[src/rtl/bkpt_match.sv]
module bkpt_match #(
  parameter int AW = 32
) (
  input  logic          clk,
  input  logic          rst_n,
  input  logic          cfg_we,
  input  logic [2:0]    cfg_sel,
  input  logic [31:0]   cfg_wdata,
  input  logic          acc_valid,
  input  logic [AW-1:0] acc_addr,
  input  logic [31:0]   acc_data,
  input  logic [1:0]    acc_size,
  input  logic [AW-1:0] acc_pc,
  output logic          trig
);
  localparam int CW = 13;

  logic [CW-1:0] ctrl_q;
  logic [AW-1:0] lo_q, hi_q, pcb_q, pcm_q;
  logic [31:0]   dat_q;

  always_ff @(posedge clk) begin
    if (!rst_n) begin
      ctrl_q <= '0;
      lo_q   <= '0;
      hi_q   <= '0;
      dat_q  <= '0;
      pcb_q  <= '0;
      pcm_q  <= '0;
    end else if (cfg_we) begin
      case (cfg_sel)
        3'd0: ctrl_q <= cfg_wdata[CW-1:0];
        3'd1: lo_q   <= cfg_wdata[AW-1:0];
        3'd2: hi_q   <= cfg_wdata[AW-1:0];
        3'd3: dat_q  <= cfg_wdata;
        3'd4: pcb_q  <= cfg_wdata[AW-1:0];
        3'd5: pcm_q  <= cfg_wdata[AW-1:0];
        default: ;
      endcase
    end
  end

  wire pc_en   = ctrl_q[0];
  wire pc_inv  = ctrl_q[1];
  wire addr_en = |ctrl_q[4:2];
  wire d_inv   = ctrl_q[5];
  wire [6:0] d_en = ctrl_q[12:6];
  wire data_en = |d_en;

  wire in_rng   = (acc_addr >= lo_q) && (acc_addr <= hi_q);
  wire addr_hit = ctrl_q[2] ? (acc_addr == lo_q) : ctrl_q[3] ? in_rng : !in_rng;

  wire is_b = acc_size == 2'd0;
  wire is_w = acc_size == 2'd1;
  wire is_l = acc_size == 2'd2;
  wire [1:0] ofs = acc_addr[1:0];

  wire [6:0] occ = {is_b && ofs == 2'd0, is_b && ofs == 2'd1,
                    is_b && ofs == 2'd2, is_b && ofs == 2'd3,
                    is_w && !ofs[1], is_w && ofs[1], is_l};
  wire [6:0] eq  = {acc_data[31:24] == dat_q[31:24], acc_data[23:16] == dat_q[23:16],
                    acc_data[15:8]  == dat_q[15:8],  acc_data[7:0]   == dat_q[7:0],
                    acc_data[31:16] == dat_q[31:16], acc_data[15:0]  == dat_q[15:0],
                    acc_data == dat_q};
  wire data_hit = |(d_en & occ & (eq ^ {7{d_inv}}));

  wire pc_in  = ((acc_pc ^ pcb_q) & pcm_q) == '0;
  wire pc_hit = pc_in ^ pc_inv;

  wire fire = acc_valid && (addr_en || data_en || pc_en) &&
              (!addr_en || addr_hit) && (!data_en || data_hit) && (!pc_en || pc_hit);

  always_ff @(posedge clk) begin
    if (!rst_n) trig <= 1'b0;
    else        trig <= fire;
  end


  trig_needs_access_chk: assert property (@(posedge clk) disable iff (!rst_n)
    trig |-> $past(acc_valid));


  no_enable_no_trig_chk: assert property (@(posedge clk) disable iff (!rst_n)
    ($past(ctrl_q) == '0) |-> !trig);


  exact_addr_chk: assert property (@(posedge clk) disable iff (!rst_n)
    (trig && $past(ctrl_q[2])) |-> $past(acc_addr == lo_q));


  pc_region_chk: assert property (@(posedge clk) disable iff (!rst_n)
    (trig && $past(pc_en && !pc_inv)) |-> $past(((acc_pc ^ pcb_q) & pcm_q) == '0));


  long_lane_chk: assert property (@(posedge clk) disable iff (!rst_n)
    (trig && $past(d_en == 7'b0000001)) |-> $past(acc_size == 2'd2));


  range_in_chk: assert property (@(posedge clk) disable iff (!rst_n)
    (trig && $past(ctrl_q[4:2] == 3'b010)) |-> $past(acc_addr >= lo_q && acc_addr <= hi_q));
endmodule

[config.mk]
export PLATFORM = sky130hd
export DESIGN_NAME = bkpt_match
export DESIGN_NICKNAME = d
export VERILOG_FILES = /design/src/rtl/bkpt_match.sv
export SDC_FILE = /design/constraint.sdc
export NUM_CORES = 1
export LEC_CHECK = 0
export BUFFER_PORTS_ARGS = -buffer_cell sky130_fd_sc_hd__clkbuf_2
export CAP_MARGIN = 20
export CORE_MARGIN = 4
export CORE_UTILIZATION = 50
export CTS_BUF_LIST = sky130_fd_sc_hd__clkbuf_8
export CTS_CLUSTER_SIZE = 16
export DETAILED_ROUTE_END_ITERATION = 6
export GPL_TIMING_DRIVEN = 0
export HOLD_SLACK_MARGIN = 0.1
export PLACE_DENSITY_LB_ADDON = 0.2
export SYNTH_ARGS = -nofsm -noshare
export SYNTH_HDL_FRONTEND = slang
export SYNTH_SLANG_ARGS = --single-unit
[constraint.sdc]
create_clock -name clk -period 4.4 [get_ports clk]
set_input_delay 0.44 -clock clk [delete_from_list [all_inputs] [get_ports clk]]
set_output_delay 0.44 -clock clk [all_outputs]
set_load 0.01 [all_outputs]
# Word level (Yosys, flattened, before mapping)
# Cells that the tools add are included.
word_totals:
  register_bits: 174
  in_bits: 137
  output_inout_bits: 1
  elab_cells: 69
op_classes:
  order_cmp: 2
  n_eq_ne: 18
  mux: 2
  n_bitwise: 6
  n_reduce_logical: 34
op_table:
  columns: ["cell", "n"]
  rows:
  - ["$eq 32x32->1", 2]
  - ["$and 32x32->32", 1]
  - ["$eq 16x16->1", 2]
  - ["$eq 8x8->1", 4]
  - ["$ge 32x32->1", 1]
  - ["$le 32x32->1", 1]
  - ["$logic_not 32->1", 1]
  - ["$xor 32x32->32", 1]
  - ["$and 7x7->7", 2]
  - ["$reduce_or 7->1", 2]
  - ["$reduce_and 2->1", 6]
  - ["$logic_and 1x1->1", 11]
  - ["$xor 7x7->7", 1]
  - ["$eq 2x2->1 const B", 3]
  - ["$eq 3x2->1 const B", 2]
  - ["$eq 3x3->1 const B", 2]
  - ["$logic_not 1->1", 5]
  - ["$logic_or 1x1->1", 5]
  - ["$eq 2x1->1 const B", 2]
  - ["$logic_not 2->1", 2]
  - ["$eq 3x1->1 const B", 1]
  - ["$logic_not 3->1", 1]
  - ["$reduce_or 3->1", 1]
  - ["$mux 1", 2]
  - ["$xor 1x1->1", 1]

# Depth between registers and ports, before layout
# Gate-level depths: netlist (run 1).
logic_depth:
  depth_word: 9
  mapped_depth: 9
  mapped_depth_nobuf: 9

# Worst setup path after synthesis (run 1)
# Ideal clock, no wire load.
synth_timing:
  kind: "input-to-reg"
  from: "in acc_data[30]"
  to: "reg trig"
  setup_time_ns: 0.086
  t_arrival_ns: 1.980
  required_time_ns: 4.314
  slack_ns: 2.334
  stages: 7
  path_buffers: 0
  cell_sequence: "xor2_1 > nor4_2 > nand4_1 > or4_1 > a211oi_2 > a311oi_1 > a211oi_1"
synth_between:
  elab_chain_len: 7
  word_cells_on_any_way: 9
  classes_between: "eq/ne (3); bitwise (2); reduce/logical (4)"
synth_rtl:
  columns: ["element", "line", "text"]
  rows:
  - ["start: declaration", "11", "input logic [31:0] acc_data,"]
  - ["$eq 32x32->1 (tied with other cells)", "64", "acc_data == dat_q};"]
  - ["$xor 7x7->7 *", "65", "wire data_hit = |(d_en & occ & (eq ^ {7{d_inv}}));"]
  - ["$and 7x7->7 *", "65", null]
  - ["$reduce_or 7->1 *", "65", null]
  - ["$logic_or 1x1->1 *", "71", "(!addr_en || addr_hit) && (!data_en || data_hit) && (!pc_en || pc_hit);"]
  - ["$logic_and 1x1->1 * (2 in a row)", "71", null]
  - ["end signal: assignment", "75", "else trig <= fire;"]
  - ["end: declaration", "14", "output logic trig"]
# Mark *: on every way between the ends. The rest lies on a longest branch, timed or not.
# A chain may end at the register's enable or synchronous reset.

# Worst setup path after layout (run 1)
layout_timing:
  from: "reg lo_q[1]"
  to: "reg trig"
layout_between:
  elab_chain_len: 9
  word_cells_on_any_way: 10
  classes_between: "order compare (1); eq/ne (1); mux (2); reduce/logical (6)"
layout_rtl:
  columns: ["element", "line", "text"]
  rows:
  - ["start: declaration", "19", "logic [AW-1:0] lo_q, hi_q, pcb_q, pcm_q;"]
  - ["start signal: assignment", "33", "3'd1: lo_q <= cfg_wdata[AW-1:0];"]
  - ["$ge 32x32->1", "50", "wire in_rng = (acc_addr >= lo_q) && (acc_addr <= hi_q);"]
  - ["$logic_and 1x1->1", "50", null]
  - ["$logic_not 1->1", "51", "wire addr_hit = ctrl_q[2] ? (acc_addr == lo_q) : ctrl_q[3] ? in_rng : !in_rng;"]
  - ["$mux 1", "51", null]
  - ["$mux 1 *", "51", null]
  - ["$logic_or 1x1->1 *", "71", null]
  - ["$logic_and 1x1->1 *", "70", "wire fire = acc_valid && (addr_en || data_en || pc_en) &&"]
  - ["$logic_and 1x1->1 * (2 in a row)", "71", null]
# Marks and branches as above.

==> flow_summary.toml, run 1 <==
[clock_network]
numCtsBuffers = 17
clock_latency_ps = 460
h-tree-depth = 4
cts_tree = "done"
clock_path_buffers = 2
hold_buffers = 0
post_cts_resize_count = 0
ctsRootBufferMaster = "clkbuf_8"
post_cts_buffers = 0
numClockSinks = 174
cts.clk_slew.worst_paths_ps = 90

[power]
power.total_mw = 3.150
ir_drop_uv = 185.0
power.density_nw_per_um2 = 301.3
p_leak_nw = 3.932

[worst_hold_path]
hold_depth = 3
holdCritPathClass = "in2reg"

[floorplanning]
dieHeight_um = 142.9
io_pins = 138
core-area_um2 = 17900
initial_utilization = 0.5080
die-area_um2 = 20410
die_w_um = 142.9
num_rows = 49

[sta]
post-route-period-util = 0.5950
layout_min_cycle_time_ps = 2618
whs_ps = 293.4
timing.fmax_ghz = 0.3820
finClkSkew_ps = 10.78
hold_viol_final = 0
setup_ws_ps = 1782
rsz0062_at_grt = "false"
tns_ps = 0
relSlewSlack = 0.4671
slew_violations = 0
worst_slew_pin_slew_ps = 779.2
setup_violations = 0

[global_route]
grt_util_all_layers = 0.2518
antenna_found_initial = 0
grt_overflow = 0
grt_pass1_wl_um = 39880
grt_max_degree = 17
grt_pass1_vias = 7809

[yosys]
syn_nets = 1339
synth_area_per_cell_um2 = 7.991
synth_edf_count = 0
synth_ff_type = "dfxtp_1"
synth.most_common_cell = "nand2_1"
synth-seq-cells = 174
yosysUniqueCellTypes = 44
synth_warnings = 0
syn_inst = 1138
yosys-top-cells-area = "dfxtp_1, nand2_1, a21boi_0"
synth_largest_area_cell = "dfxtp_1"
yosys.area.top_type_share = 0.3830
ys_async_sr_fraction = 0
netlist_top_cells_count = "nand2_1, dfxtp_1, a21boi_0"
synth_seq_area_share = 0.3830
synth_area_um2 = 9094

[status]
outcome = "finished clean"

[run]
maxCapViolCount = 0

[worst_setup_path]
worstPathBufferInverterCount = 1
path_cells = "inv_1, ha_1, nor2b_1, o21ai_0, a311oi_1, a2111oi_0, o211ai_1, a32o_1, a211oi_1"
endpoint_kind = "register"
critPathSlowestCell = "a2111oi_0"
r2r_cells = 9
crit_type = "reg2reg"
cp.arrival_ps = 2970
path_max_fanout = 2
path_depth = 9
slowest_delay_ps = 640
critPathRequiredTime_ps = 4760
cp_top_family = "compound AO/OA/AOI/OAI gates"
cp-start-kind = "register"

[detailed_routing]
routed_wl_um = 25560
detail_route.iter0.violations = 462
ant_nets = 0
vias = 8016
first_pass_iters = 5
wl_per_cell_um = 16.64
drc = 0
avgViaCountPerCell = 5.219

[placed_design]
place.gp.congestion = 0.9041
placed_cell_area_um2 = 10070
dp_hpwl_um = 19840
place_ws_ps = 1430
io_buffers = 137

[final_layout]
diodes = 0
layout.nets = 1495
areaGrowthSynthToFinish_pct = 14.98
drive_above_1_share = 0.1354
final_area_um2 = 10460
[cells in the final DEF, fill, tap and decap left out, drive strengths merged, types with 12 or more instances in the layout]
cell    instances
dfxtp         174
ha             64
xor2           49
a22oi          16
a21oi          25
nand3          12
clkbuf        213
a21boi        173
nor2           12
inv            73
nand4          23
xnor2          17
nand2         373
[path summary, 6_finish.rpt]
check	from	end	slack [ps]
max	lo_q[1]	trig	1780
min	cfg_wdata[28]	pcm_q[28]	290
max reg2reg	lo_q[1]	trig	1780
min reg2reg	lo_q[26]	lo_q[26]	460
[worst reg2reg max path, cell delays in order (launching register included)]
cell and delay [ps]:
dfxtp_1 340, inv_1 40, ha_1 280, nor2b_1 140, o21ai_0 160, a311oi_1 120, a2111oi_0 640, o211ai_1 230
a32o_1 280, a211oi_1 290
[cell type report]
type / instances / area, µm²
sequential: 174 / 3483
timing repair buffer: 137 / 685.7
multi-input combinational: 837 / 5134
clock buffer: 18 / 247.7
fill: 1749 / 7446
clock inverter: 14 / 142.6
buffer: 58 / 217.7
inverter: 69 / 259.0
tap: 229 / 286.5
[logic make-up after synthesis]
logic type,share of synthesized area
muxes,0.001101
and+or+nand+nor,0.2086
xor gates and xnor gates,0.06357
DFF,0.3830
adders and majority gates,0.08806
AOI/OAI and AO/OA,0.2032
buffers and inverters,0.05242
[layer usage]
layer	global-route usage	routed length (µm)
met3	0.03315	1249
met5	0	0
met4	0.07254	436
met1	0.3259	11460
met2	0.4397	12410
[report_power, final]
part	internal (mW)	switching, mW
clock	0.519	0.603
sequential	1.61	0.0203
combinational	0.166	0.236
[state kept, by name, indices dropped and copies added, names as in the netlist]
name,count
dat_q,32
pcb_q,32
ctrl_q,13
hi_q,32
pcm_q,32
lo_q,32
trig,1
[per-stage QoR]
stage | instances | utilization
after floorplan | 1138 | -
after global placement | 1504 | 0.5623
after detailed placement | 1504 | 0.5623
after CTS | 1536 | 0.5841
after global routing | 1536 | 0.5841
final | 1536 | 0.5841
(Power assumes the default switching activity.)
==> run 2, diff against run 1 <==
--- a/config.mk
+++ b/config.mk
@@ -5,6 +5,7 @@
 export SDC_FILE = /design/constraint.sdc
 export NUM_CORES = 1
 export LEC_CHECK = 0
+export ABC_AREA = 1
 export BUFFER_PORTS_ARGS = -buffer_cell sky130_fd_sc_hd__clkbuf_2
 export CAP_MARGIN = 20
 export CORE_MARGIN = 4
==> constraint.sdc (replaced) <==
create_clock -name clk -period 2.1 [get_ports clk]
set_input_delay 0.21 -clock clk [delete_from_list [all_inputs] [get_ports clk]]
set_output_delay 0.21 -clock clk [all_outputs]
set_load 0.01 [all_outputs]
==> run 2 against run 1 <==
- core utilization rose by 1.7 points
- routed wire length is 4.4% lower
- critical path depth rose by 5
- highest routed layer is now met5
- fmax increased by 41%
- sequential power increased by 110%
- clock skew shrank 4.8 ps
- combinational power rose by 150%
- first-iteration DRC count down 1.7%
==> flow_summary.toml, run 2 <==
[yosys]
yosys.area.top_type_share = 0.3871
yosysUniqueCellTypes = 25
netlist_top_cells_count = "nand2_1, o21ai_0, inv_1"
synth_largest_area_cell = "dfxtp_1"
synth_seq_area_share = 0.3871
synth_area_um2 = 8999
synth_edf_count = 0
synth_area_per_cell_um2 = 6.938
yosys-top-cells-area = "dfxtp_1, o21ai_0, ha_1"
synth-seq-cells = 174
synth_warnings = 0
syn_inst = 1297
synth_ff_type = "dfxtp_1"
ys_async_sr_fraction = 0
synth.most_common_cell = "nand2_1"
syn_nets = 1498

[clock_network]
ctsRootBufferMaster = "clkbuf_8"
clock_path_buffers = 2
h-tree-depth = 4
post_cts_buffers = 0
numClockSinks = 174
cts.clk_slew.worst_paths_ps = 90
numCtsBuffers = 17
hold_buffers = 14
clock_latency_ps = 450
cts_tree = "done"
post_cts_resize_count = 0

[placed_design]
io_buffers = 137
dp_cells = 1659
place.gp.congestion = 0.9126
dp_hpwl_um = 19460

[detailed_routing]
avgViaCountPerCell = 5.136
drc = 0
detail_route.iter0.violations = 454
routed_wl_um = 24430
wl_per_cell_um = 14.32
first_pass_iters = 5
vias = 8762
ant_nets = 0

[final_layout]
layout.nets = 1668
multi_input_area_um2 = 4663
areaGrowthSynthToFinish_pct = 16.71
layout.cells.non_filler = 1706
drive_above_1_share = 0.1176
final_common_cell = "nand2_1"
most-common-layout-cells = "nand2_1, o21ai_0, inv_1"
seqCellArea_um2 = 3483
fillers = 1685

[worst_setup_path]
endpoint_kind = "register"
cp.arrival_ps = 2260
crit_top_cell = "nand2_1"
cp-start-kind = "register"
critPathSlowestCell = "dfxtp_1"
path_depth = 14
r2r-end = "trig"
crit_type = "reg2reg"
slowest_delay_ps = 310
r2r-start = "lo_q[23]"
r2r_cells = 14
worstPathBufferInverterCount = 1
critPathRequiredTime_ps = 2500
cp_top_family = "simple AND/OR/NAND/NOR gates"
path_cells = "inv_1, ha_1, nand2_1, nor2_1, nand4_1, nor2_1, nand2_1, nand2_1, nor2_1, nand2_1, nand2_1, nand2_1, nand3_1, a21oi_2"
rrSetupSlack_ps = 240
path_max_fanout = 2

[global_route]
grt_pass1_wl_um = 39230
antenna_found_initial = 2
grt_max_degree = 17
grt_pass1_vias = 8176
grt_overflow = 0
grt_util_all_layers = 0.2421

[floorplanning]
die_w_um = 142.2
core-area_um2 = 17480
num_rows = 48
die-area_um2 = 20210
io_pins = 138
initial_utilization = 0.5149
dieHeight_um = 142.2

[sta]
timing.fmax_ghz = 0.5375
layout_min_cycle_time_ps = 1861
post-route-period-util = 0.8860
tns_ps = 0
worst_slew_pin_slew_ps = 557.0
slew_violations = 0
finClkSkew_ps = 5.965
relSlewSlack = 0.6286
rsz0062_at_grt = "false"
hold_viol_final = 0
setup_violations = 0

[run]
maxCapViolCount = 0

[worst_hold_path]
holdCritPathClass = "in2reg"
worstHoldEndpoint = "pcm_q[20]"
hold_start = "cfg_wdata[20]"
hold_depth = 3

[status]
outcome = "finished clean"

[power]
power.density_nw_per_um2 = 646.6
p_leak_nw = 4.726
power.total_mw = 6.791
ir_drop_uv = 447.7
[run 2: changes by cell type after synthesis, sizes merged, moves of 8 or more]
cell and change:
a21boi -173, a21oi +128, a22oi -16, clkbuf -8, inv +107, nand2 -170
nand3 +45, nand4 -16, nor2 +155, o21ai +173, or2 +25, xnor2 -11
xor2 -35
[run 2: kinds of logic (layout without fill, tap and decap cells)]
group	Yosys count	after routing	share of synthesized area
simple gates	470	470	0.2172
compound gates	342	342	0.1926
buf+inv	227	410	0.09469
flops	174	174	0.3871
fa+ha+maj	64	64	0.08899
xor+xnor	20	20	0.01947
other cells	0	1	0
[run 2: worst max-delay path by stage]
stage	slack [ps]	start	end
after floorplan	570	lo_q[23]	trig
after global placement	320	lo_q[23]	trig
after detailed placement	260	lo_q[23]	trig
after CTS	240	lo_q[23]	trig
after global routing	30	lo_q[27]	trig
final	240	lo_q[23]	trig
[run 2: routing by layer]
| metal | track usage | share of wire | up-vias |
|---|---|---|---|
| li1 | - | - | 4538 |
| met1 | 0.3142 | 0.44 | 3985 |
| met2 | 0.4129 | 0.48 | 196 |
| met3 | 0.03898 | 0.056 | 41 |
| met4 | 0.07778 | 0.021 | 2 |
| met5 | 0 | 0.00061 | - |
[run 2: stage by stage]
step	area, µm²	utilization	setup WS [ps]	hold slack (ps)
finish	10500	0.6009	239.4	123.9
detailed placement	9966	0.5702	264.0	449.3
global route	10500	0.6009	32.46	115.9
CTS	10500	0.6008	244.3	100.2
floorplan	8999	-	571.5	344.9
global placement	9966	0.5702	317.2	441.7
[run 2: tightest hold or removal path, cell delays in order]
cell and delay (ps):
clkbuf_2 150, nor2_1 120, nor2_1 50
[run 2: report_power, final]
part | leakage, nW | internal [mW] | switching, mW | total [mW]
Sequential | 1.41 | 3.42 | 0.0544 | 3.47
Combinational | 3.11 | 0.395 | 0.601 | 0.996
Clock | 0.198 | 1.14 | 1.19 | 2.33
[run 2: layout make-up]
cell class	count	share of cell area
Antenna cell	1	0.0002383
Buffer	50	0.01787
Clock buffer	20	0.02621
Clock inverter	12	0.01132
Inverter	177	0.06326
Multi-Input combinational cell	896	0.4440
Sequential cell	174	0.3317
Tap cell	225	0.02680
Timing Repair Buffer	151	0.07863
==> run 3, diff against run 2 <==
--- a/config.mk
+++ b/config.mk
@@ -8,8 +8,10 @@
 export ABC_AREA = 1
 export BUFFER_PORTS_ARGS = -buffer_cell sky130_fd_sc_hd__clkbuf_2
 export CAP_MARGIN = 20
+export CELL_PAD_IN_SITES_DETAIL_PLACEMENT = 0
+export CELL_PAD_IN_SITES_GLOBAL_PLACEMENT = 1
 export CORE_MARGIN = 4
-export CORE_UTILIZATION = 50
+export CORE_UTILIZATION = 38
 export CTS_BUF_LIST = sky130_fd_sc_hd__clkbuf_8
 export CTS_CLUSTER_SIZE = 16
 export DETAILED_ROUTE_END_ITERATION = 6
==> run 3 against run 2 <==
- critical path type unchanged
- critical path depth is the same
- final cell count grew 5.7%
- largest power group unchanged
- flip-flop and latch count is the same
- routed wire length grew 9.5%
- sequential power is essentially flat
- worst hold slack gained 5.9 ps
==> flow_summary.toml, run 3 (same netlist as run 2, synthesis figures left out) <==
[status]
outcome = "finished clean"

[final_layout]
final_common_cell = "nand2_1"
layout.cells.non_filler = 1804
diodes = 0
final_area_um2 = 10670
drive_above_1_share = 0.1165
most-common-layout-cells = "nand2_1, o21ai_0, inv_1"
fin_util = 0.4559
layout.nets = 1674
areaGrowthSynthToFinish_pct = 18.58

[worst_setup_path]
critPathSlowestCell = "dfxtp_1"
crit_top_cell = "nand2_1"
cp.arrival_ps = 2220
cp-start-kind = "register"
endpoint = "trig"
r2r-start = "lo_q[23]"
path_max_fanout = 2
r2r-end = "trig"
path_depth = 14
worstPathBufferInverterCount = 1
critical_path.startpoint = "lo_q[23]"
crit_type = "reg2reg"
path_cells = "inv_1, ha_1, nand2_1, nor2_1, nand4_1, nor2_2, nand2_1, nand2_1, nor2_1, nand2_1, nand2_1, nand2_1, nand3_1, a21oi_2"
endpoint_kind = "register"
r2r_cells = 14
rrSetupSlack_ps = 290
critPathRequiredTime_ps = 2510
cp_top_family = "simple AND/OR/NAND/NOR gates"
slowest_delay_ps = 310

[power]
power.total_mw = 6.837
p_leak_nw = 4.749
ir_drop_uv = 350.4
power.density_nw_per_um2 = 640.8

[clock_network]
cts_tree = "done"
clock_latency_ps = 460
clock_path_buffers = 2
cts.clk_slew.worst_paths_ps = 90
numCtsBuffers = 17
ctsRootBufferMaster = "clkbuf_8"
h-tree-depth = 4
post_cts_buffers = 0
numClockSinks = 174

[sta]
worst_slew_pin_slew_ps = 625.5
rsz0062_at_grt = "false"
setup_ws_ps = 287.0
slew_violations = 0
layout_min_cycle_time_ps = 1813
setup_violations = 0
hold_viol_final = 0
whs_ps = 129.8
post-route-period-util = 0.8633
tns_ps = 0
timing.fmax_ghz = 0.5516
relSlewSlack = 0.5830
finClkSkew_ps = 10.66

[floorplanning]
dieHeight_um = 161.9
die_w_um = 161.9
io_pins = 138
core-area_um2 = 23400
die-area_um2 = 26210
num_rows = 56
initial_utilization = 0.3845

[global_route]
grt_overflow = 0
grt-busiest-layer = "met2"
use_met1 = 0.2689
grt_max_degree = 17
use_met2 = 0.3444
antenna_found_initial = 3
grt_pass1_vias = 8183
grt_util_all_layers = 0.2026
use_met3 = 0.03578
grt_pass1_wl_um = 41830

[detailed_routing]
detail_route.iter0.violations = 417
drc = 0
avgViaCountPerCell = 4.749
wl_per_cell_um = 14.82
ant_nets = 0
vias = 8567
routed_wl_um = 26740
first_pass_iters = 5

[placed_design]
place.gp.congestion = 0.8430
dp_cells = 1753
dp_hpwl_um = 21060
place_ws_ps = 218.1
placed_cell_area_um2 = 10080
io_buffers = 137

[worst_hold_path]
holdCritPathClass = "in2reg"

[run]
maxCapViolCount = 0
-- run 3: cell types whose count changed in the layout (fill, tap and decap cells not counted), sizes merged --
cell,delta
clkbuf,-1
clkinvlp,-1
diode,-1
dlygate4sd3,+6
inv,+1
-- run 3: worst min path at each step --
| stage | start | endpoint | slack [ps] | depth (start not counted) |
|---|---|---|---|---|
| 2_1_floorplan | cfg_wdata[12] | pcb_q[12] | 340 | 2 |
| 3_3_place_gp | pcb_q[0] | pcb_q[0] | 440 | 2 |
| 3_5_place_dp | pcb_q[22] | pcb_q[22] | 450 | 2 |
| 4_1_cts | cfg_wdata[6] | pcm_q[6] | 100 | 3 |
| 5_1_grt | cfg_wdata[14] | pcm_q[14] | 120 | 3 |
| 6_report | cfg_wdata[14] | pcm_q[14] | 130 | 3 |
-- run 3: power by group --
group / leakage [nW] / total [mW] / switching, mW / internal (mW)
Combinational: 3.14 / 1.02 / 0.621 / 0.403
Sequential: 1.41 / 3.47 / 0.0536 / 3.42
Clock: 0.196 / 2.34 / 1.24 / 1.10
-- run 3: final cells by class --
class	count	area [µm²]
plain buffers	50	187.7
flip-flops and latches	174	3483
fillers	2582	12730
inverters	177	664.4
clock inverters	12	122.6
clock buffers	19	261.5
repair buffers	157	885.9
multi-input cells	896	4666
well taps	319	399.1
-- run 3: repair_timing --
action,4_1_cts,5_1_grt
hold buffers,20,0
endpoints found under the hold margin,29,0
gates resized for setup,0,1
setup endpoints to repair,0,1
-- run 3: tightest hold or removal path: cells and delay by family --
family	cells	cell delay (ps)
buffers and inverters	1	170
and+or+nand+nor	2	180
-- run 3: routing by layer --
metal  wire length, µm  share of wire  up-vias
met5                13        0.00049        -
met4               358          0.013        2
met3              1071          0.040       28
met2             12710           0.48      153
met1             12590           0.47     3844
li1                  -              -     4540
